`src/rtl/pfd_pkg.sv`:
```
package pfd_pkg;
   localparam int CH_REF = 0;
   localparam int CH_FB  = 1;
   localparam int NUM_CH = 2;

   // Which outputs are currently asserted: {dn, up}
   typedef enum logic [1:0] {
      ST_IDLE = 2'b00,
      ST_UP   = 2'b01,
      ST_DN   = 2'b10,
      ST_BOTH = 2'b11
   } pfd_state_e;
endpackage

```
`src/rtl/pfd_chan.sv`:
```
module pfd_chan (
   input  logic clk,
   input  logic rst,
   input  logic in_i,
   input  logic clr_i,
   output logic q_o
);
   logic in_q;
   logic pend_q;
   logic edge_w;

   assign edge_w = in_i & ~in_q;

   always_ff @(posedge clk) begin
      if (rst) begin
         in_q   <= 1'b0;
         pend_q <= 1'b0;
         q_o    <= 1'b0;
      end else begin
         in_q <= in_i;
         if (clr_i) begin
            q_o    <= 1'b0;
            pend_q <= edge_w;
         end else begin
            q_o    <= q_o | edge_w | pend_q;
            pend_q <= 1'b0;
         end
      end
   end


   set_on_edge_chk: assert property (@(posedge clk) disable iff (rst)
      (edge_w && !clr_i) |=> q_o);


   hold_until_clr_chk: assert property (@(posedge clk) disable iff (rst)
      (q_o && !clr_i) |=> q_o);


   pend_replay_chk: assert property (@(posedge clk) disable iff (rst)
      (edge_w && clr_i) |=> (!q_o ##1 q_o));
endmodule

```
`src/rtl/pfd_abl_timer.sv`:
```
module pfd_abl_timer #(
   parameter int DLY_W = 6
) (
   input  logic             clk,
   input  logic             rst,
   input  logic             both_i,
   input  logic [DLY_W-1:0] limit_i,
   output logic             clr_o
);
   logic [DLY_W-1:0] cnt_q;
   logic [DLY_W-1:0] lim_eff;

   assign lim_eff = (limit_i == '0) ? DLY_W'(1) : limit_i;
   assign clr_o   = both_i && (cnt_q == lim_eff - DLY_W'(1));

   always_ff @(posedge clk) begin
      if (rst || !both_i || clr_o) cnt_q <= '0;
      else                         cnt_q <= cnt_q + DLY_W'(1);
   end


   cnt_advance_chk: assert property (@(posedge clk) disable iff (rst)
      (both_i && !clr_o) |=> (cnt_q != '0));


   cnt_rearm_chk: assert property (@(posedge clk) disable iff (rst)
      clr_o |=> (cnt_q == '0));
endmodule

```
`src/rtl/pfd_core.sv`:
```
module pfd_core #(
   parameter int DLY_W = 6
) (
   input  logic             clk,
   input  logic             rst,
   input  logic             ref_i,
   input  logic             fb_i,
   input  logic [DLY_W-1:0] abl_cycles,
   output logic             up_o,
   output logic             dn_o,
   output logic             ref_lead_o
);
   import pfd_pkg::*;

   generate
      if (DLY_W < 1 || DLY_W > 16) begin : g_bad_w
         $error("pfd_core: DLY_W must lie in 1..16");
      end
   endgenerate

   logic [NUM_CH-1:0] ch_in;
   logic [NUM_CH-1:0] ch_q;
   logic              both_w;
   logic              clr_w;
   pfd_state_e        state;

   assign ch_in[CH_REF] = ref_i;
   assign ch_in[CH_FB]  = fb_i;

   genvar g;
   generate
      for (g = 0; g < NUM_CH; g++) begin : g_ch
         pfd_chan u_chan (
            .clk   (clk),
            .rst   (rst),
            .in_i  (ch_in[g]),
            .clr_i (clr_w),
            .q_o   (ch_q[g])
         );
      end
   endgenerate

   assign both_w = &ch_q;

   pfd_abl_timer #(.DLY_W(DLY_W)) u_timer (
      .clk     (clk),
      .rst     (rst),
      .both_i  (both_w),
      .limit_i (abl_cycles),
      .clr_o   (clr_w)
   );

   assign up_o  = ch_q[CH_REF];
   assign dn_o  = ch_q[CH_FB];
   assign state = pfd_state_e'({ch_q[CH_FB], ch_q[CH_REF]});

   always_ff @(posedge clk) begin
      if (rst) ref_lead_o <= 1'b0;
      else begin
         case (state)
            ST_UP:   ref_lead_o <= 1'b1;
            ST_DN:   ref_lead_o <= 1'b0;
            default: ref_lead_o <= ref_lead_o;
         endcase
      end
   end


   reset_clear_chk: assert property (@(posedge clk)
      rst |=> (!up_o && !dn_o && !ref_lead_o));


   joint_clear_chk: assert property (@(posedge clk) disable iff (rst)
      (up_o && dn_o && clr_w) |=> (!up_o && !dn_o));


   sign_up_chk: assert property (@(posedge clk) disable iff (rst)
      (up_o && !dn_o) |=> ref_lead_o);


   sign_dn_chk: assert property (@(posedge clk) disable iff (rst)
      (dn_o && !up_o) |=> !ref_lead_o);
endmodule

```
`config.mk`:
```
export PLATFORM = sky130hd
export DESIGN_NAME = pfd_core
export DESIGN_NICKNAME = d
export VERILOG_FILES = /design/src/rtl/pfd_pkg.sv /design/src/rtl/pfd_chan.sv /design/src/rtl/pfd_abl_timer.sv /design/src/rtl/pfd_core.sv
export SDC_FILE = /design/constraint.sdc
export NUM_CORES = 1
export LEC_CHECK = 0
export BUFFER_PORTS_ARGS = -buffer_cell sky130_fd_sc_hd__buf_2
export CAP_MARGIN = 20
export CORE_MARGIN = 3
export CORE_UTILIZATION = 40
export DETAILED_ROUTE_END_ITERATION = 7
export PLACE_DENSITY_LB_ADDON = 0.12
export SLEW_MARGIN = 20
export SYNTH_ARGS = -nofsm -noshare
export SYNTH_HDL_FRONTEND = slang
export SYNTH_HIERARCHICAL = 1
export SYNTH_SLANG_ARGS = --single-unit
```
`constraint.sdc`:
```
create_clock -name clk -period 2.22 [get_ports clk]
set_input_delay 0.111 -clock clk [delete_from_list [all_inputs] [get_ports clk]]
set_output_delay 0.111 -clock clk [all_outputs]
set_load 0.05 [all_outputs]
```
[Word level (Yosys, flattened, before mapping)]
Cells that the tools add are included.
Word-level totals
  register bits after elaboration: 13
  latch bits: 0
  RAM bits: 0
  ROM bits: 0
  bits of input ports: 10
  memories kept: 0
Cells by class
  add/subtract/negate cells: 2
  multiply operators: 0
  div/mod/pow operators: 0
  magnitude comparators: 0
  eq/ne operators: 3
  shifts and indexed selects: 0
  muxes and demuxes: 2
  bitwise operators: 9
  reductions and logical operators: 9
Operator list (count)
  $add 6x1->6 const B: 1
  $eq 6x6->1: 1
  $logic_not 6->1: 1
  $mux 6: 1
  $sub 6x1->6 const B: 1
  $or 1x1->1: 4
  $reduce_or 2->1: 2
  $not 1->1: 3
  $and 1x1->1: 2
  $eq 2x1->1 const B: 1
  $eq 2x2->1 const B: 1
  $logic_or 1x1->1: 2
  $pmux 1 s2: 1
  $reduce_and 2->1: 1
  $reduce_bool 2->1: 1
  $logic_and 1x1->1: 1
  $logic_not 1->1: 1

[Depth between registers and ports, before layout]
  depth in word-level cells: 7
  mapped depth: 7
  mapped depth without buffers: 6

[Modules after synthesis]
The synthesis kept the hierarchy.
By module, submodules not included
  pfd_abl_timer: instances 1, cells an instance 66, area each 516.7 µm²
  pfd_chan: instances 2, cells an instance 8, area each 108.9 µm²
  pfd_core: instances 1, cells an instance 7, area each 67.6 µm²

[Least setup slack after synthesis]
OpenSTA, ideal clock, no wires.
  kind: input port to flip-flop
  from: input abl_cycles[1]
  to: register g_ch[0].u_chan.pend_q
  library setup time: 72 ps
  arrival time: 2203 ps
  data required time: 2148 ps
  slack: -55 ps
  cell stages on the path: 7
  path buffers: 1
  path through: buf_2 -> or4_4 -> or4b_1 -> and3_4 -> nor4_4 -> and2_1 -> nor3b_2
On the way
  cells in the longest elaborated chain, start to end: 7
RTL lines
  from (decl): RTL line pfd_core.sv:8  | input logic [DLY_W-1:0] abl_cycles,
  $logic_not 6->1: RTL line pfd_abl_timer.sv:13  | assign lim_eff = (limit_i == '0) ? DLY_W'(1) : limit_i;
  $mux 6 (*): RTL line pfd_abl_timer.sv:13
  $sub 6x1->6 (*): RTL line pfd_abl_timer.sv:14  | assign clr_o = both_i && (cnt_q == lim_eff - DLY_W'(1));
  $eq 6x6->1 (*): RTL line pfd_abl_timer.sv:14
  $logic_and 1x1->1 (*): RTL line pfd_abl_timer.sv:14
  via clr_w: RTL line pfd_core.sv:24  | logic clr_w;
  $not 1->1 (no line) (*)
  $reduce_or 2->1 (no line) (*)
  to (signal assigned): RTL line pfd_chan.sv:23  | pend_q <= edge_w;
  to (decl): RTL line pfd_chan.sv:9  | logic pend_q;
The timed path passes the listed nets; every way through them passes the cells marked *.
A chain may end at the register's enable or synchronous reset.

[Worst setup path after layout]
  from: input abl_cycles[0]
  to: register g_ch[0].u_chan.pend_q
The elaborated chain is that of the path after synthesis.

==> results list <==
* Critical path start-end classification: in -> reg
- TritonCTS created 3 clock buffers.
* Number of gates resized after CTS: 0
- Clock tree from TritonCTS: built
- Of the cells placed in the final design, the portion with a size suffix greater than 1 is 0.279.
- Hold buffer count at CTS: 0
* Proportion of synthesized flip-flops having asynchronous set or reset: 0
- In this run the deepest clock path goes through 2 buffers.
- The share of the Yosys chip area taken by registers is 0.324.
- Along the worst hold path, the cell count comes to 3.
* Overall die area: about 2600 sq um
- Final antenna-violating net count: 0
- Port buffering added 12 buffers.
- The number of antenna violations at the first check in global routing was 0.
- Area growth, synth to finish: 14.8%
- The number of hold violations in the final report came to 0.
- Total power after layout: 471 uW
- The number of nets in the synthesized netlist is 102.
* All-layer global routing usage: 0.134
- Across the routed clock network, the largest skew measured is 0.00367 ns.
- Counting buffers and inverters, the worst setup path is 7 cells deep.
- Vias in the first global route: just over 600
* Source-to-sink clock delay at the later pin of the worst-skew pair: roughly 0.27 ns
- The final layout contains routed wiring with a total length of approximately 1500 um.
- The first TritonRoute pass finished after 4 iterations.
- Number of rows created at floorplan: 15
- Slew HR: 0.637
- Traced cell by cell, the critical path runs through buf_2 > or4_4 > or4b_1 > and3_4 > nor4_4 > and2_4 > nor3b_2.
* Dominant register cell in the synthesized netlist: dfxtp_1
- In this run the standard cell core region covers 1800 sq um.
- Before CTS, the worst setup slack after placement is 0.153 ns.
* Net count of the finished layout: roughly 120
- The worst hold path begins at fb_i.
* Slew at the pin closest to its max-slew limit: 0.545 ns
* Worst-path cell with the longest stage delay: or4_4
* Fin crit period: around 1.8 ns
- The critical path starts at abl_cycles[0].
- Across all setup checks in the final design, the least slack found is 0.442 ns.
* Setup repair after global routing missed its margin: no
- The tightest hold path in the finished design has a slack of between 0.1 and 0.15 ns.
* Setup TNS: 0 ns
- Mean routed wirelength per cell: 11.4 um
* Worst supply voltage drop on vdd: about 0.00054 V
- Setup-violating endpoint count in the final report: 0
- Of the total power, combinational logic draws 0.185.
- Clock root buffer master: clkbuf_4
* Switching Fraction: 0.274
- In this run the worst hold path is classified as in -> reg.
* Number of max-slew violations in the final report: 0
- Die boundary width: 50.8 um
- Clock-pin slew was measured on the worst setup and hold paths at 0.07 ns.
- Final Cycle Share: 0.801
- Avg Inst Size Synth: between 9 and 10 sq um
- Counting flops and latches in the post-synthesis netlist gives 13.
* Max Freq: approximately 560 MHz
- Number of violations of the max-capacitance limit: 0
* Lkg Pwr: between 0.3 and 0.4 nW
- The Yosys step of the flow raised 6 warnings.
* Number of violations reported at the end of detailed-routing iteration 0: 17
* Setup fix buffers added after clock tree synthesis: 0
* Remaining routing DRC violations: 0
- Critical Path Source Type: input pin
* Netlist area before placement: 802 sq um
- PwrDens: 512 nW/um^2
- The share of total power dissipated in sequential elements is 0.521.
- The worst setup path is captured at a flop.
- The analysis attributes to net switching a power of 129 uW.
- Largest stage delay on the critical path: 0.56 ns
- Remaining global-route overflow: 0
- Arr. time, crit path: just under 2 ns
- Detailed routing inserted a total of between 600 and 700 vias.
- RD Place Congestion: about 0.74
- Initial cell density of the core: 0.445
* First-pass GRT wire length: 2660 um
* Outcome: complete, no violations
- In this run, distinct cell masters in the synthesized netlist total 39.
* Synth Instances: between 80 and 90
* H-tree depth: 1
- Of the total power, the clock network draws 0.294.
* Startpoint of the worst-slack reg-to-reg timing path: u_timer/cnt_q[3]
- Internal power: 342 uW
- Cell class contributing the biggest share of worst-path delay: simple AND/OR/NAND/NOR gates
- Cell count of the worst reg-to-reg path: 5
- The number of buffers and inverters on the critical path is 1.
* Required time of the critical path: ~2.4 ns
- In the routed layout, each cell is associated on average with a via count of 5.13.
- Overall die height: 50.8 um
- Pin placement for this block handled 13 I/O pins.
- Number of synthesized flops with an enable pin: 0
* CTS sink count: 13
- Largest net degree at the start of global routing: 10
- Count of inserted antenna diode cells: 0
- Of all nets on the critical path, the largest fanout is 9.
[synth_stat cells (2+ instances only)]
cell type / number / area share
nor3b_2: 2 / 0.031
nand3_1: 4 / 0.025
inv_1: 3 / 0.014
o211ai_1: 3 / 0.028
dfxtp_1: 13 / 0.32
a21oi_1: 6 / 0.037
xnor2_1: 4 / 0.044
nor2_1: 7 / 0.033
ha_1: 3 / 0.047
clkbuf_1: 2 / 0.0094
and2_1: 2 / 0.016
nand2b_4: 2 / 0.034
nor2b_1: 4 / 0.031
a211oi_2: 2 / 0.031
nand2_1: 8 / 0.037
[worst min-delay path: cells and delay by family]
kind,cells,cell delay (ns)
buffers and inverters,1,0.12
and+or+nand+nor,2,0.11
[power groups by stage]
stage / Clock [mW] / Combinational, mW / Sequential, mW
finish: 0.139 / 0.0870 / 0.246
global route: 0.163 / 0.0959 / 0.247
CTS: 0.145 / 0.0879 / 0.246
detailed placement: 0 / 0.0873 / 0.251
global placement: 0 / 0.0862 / 0.251
floorplan: 0 / 0.0432 / 0.269
[metrics by stage]
stage                     cells   util  cell area [sq um]
after CTS                   129  0.511                921
after detailed placement    125  0.497                895
after global placement      125  0.497                895
after global routing        129  0.511                921
final                       129  0.511                921
after floorplan              89      -                805
[placed cells by master (no fill, tap or decap), drive strengths merged, types with 2 or more instances in the layout]
master	instances
nand3	4
o211ai	3
nor2b	4
xnor2	4
a21oi	7
buf	15
and3	2
nand2b	3
nor2	7
dfxtp	13
o21ai	2
nand2	8
and2	2
clkbuf	4
nor3b	2
ha	3
a211oi	3
or4	2
inv	3
[flip-flops by register name, summed over array words and instances, names as in the netlist]
name	flops
u_timer/cnt_q	6
g_ch.u_chan/in_q	2
g_ch.u_chan/pend_q	2
g_ch.u_chan/q_o	2
ref_lead_o	1
[metal layers]
metal	routed length (um)	up-vias	share of wire	track usage
met4	0	0	0	0.0135
met1	760	297	0.52	0.178
li1	-	355	-	-
met2	639	10	0.43	0.209
met3	70	0	0.048	0.0564
met5	0	-	0	0
[final cells by class]
class	count	area, sq um
multi-input cells	69	509
well taps	25	31.3
repair buffers	15	82.6
inverters	3	11.3
clock buffers	4	26.3
flip-flops and latches	13	260
fillers	183	881
[worst paths after layout]
path | endpoint | slack (ns)
worst max-delay path | g_ch[0].u_chan/pend_q | 0.44
worst min-delay path | g_ch[1].u_chan/pend_q | 0.11
worst max register to register | g_ch[0].u_chan/pend_q | 0.49
worst min register to register | ref_lead_o | 0.46
[cells by family (layout without fill, tap and decap cells)]
| family | after synthesis | after routing | synth area share |
|---|---|---|---|
| adders and majority gates | 3 | 3 | 0.0468 |
| xor gates and xnor gates | 5 | 5 | 0.0546 |
| buffers and inverters | 7 | 22 | 0.0437 |
| DFF | 13 | 13 | 0.324 |
| muxes | 1 | 1 | 0.0125 |
| AOI/OAI and AO/OA | 21 | 21 | 0.192 |
| and+or+nand+nor | 39 | 39 | 0.326 |
Note: power is estimated with default switching activity, not from simulation.
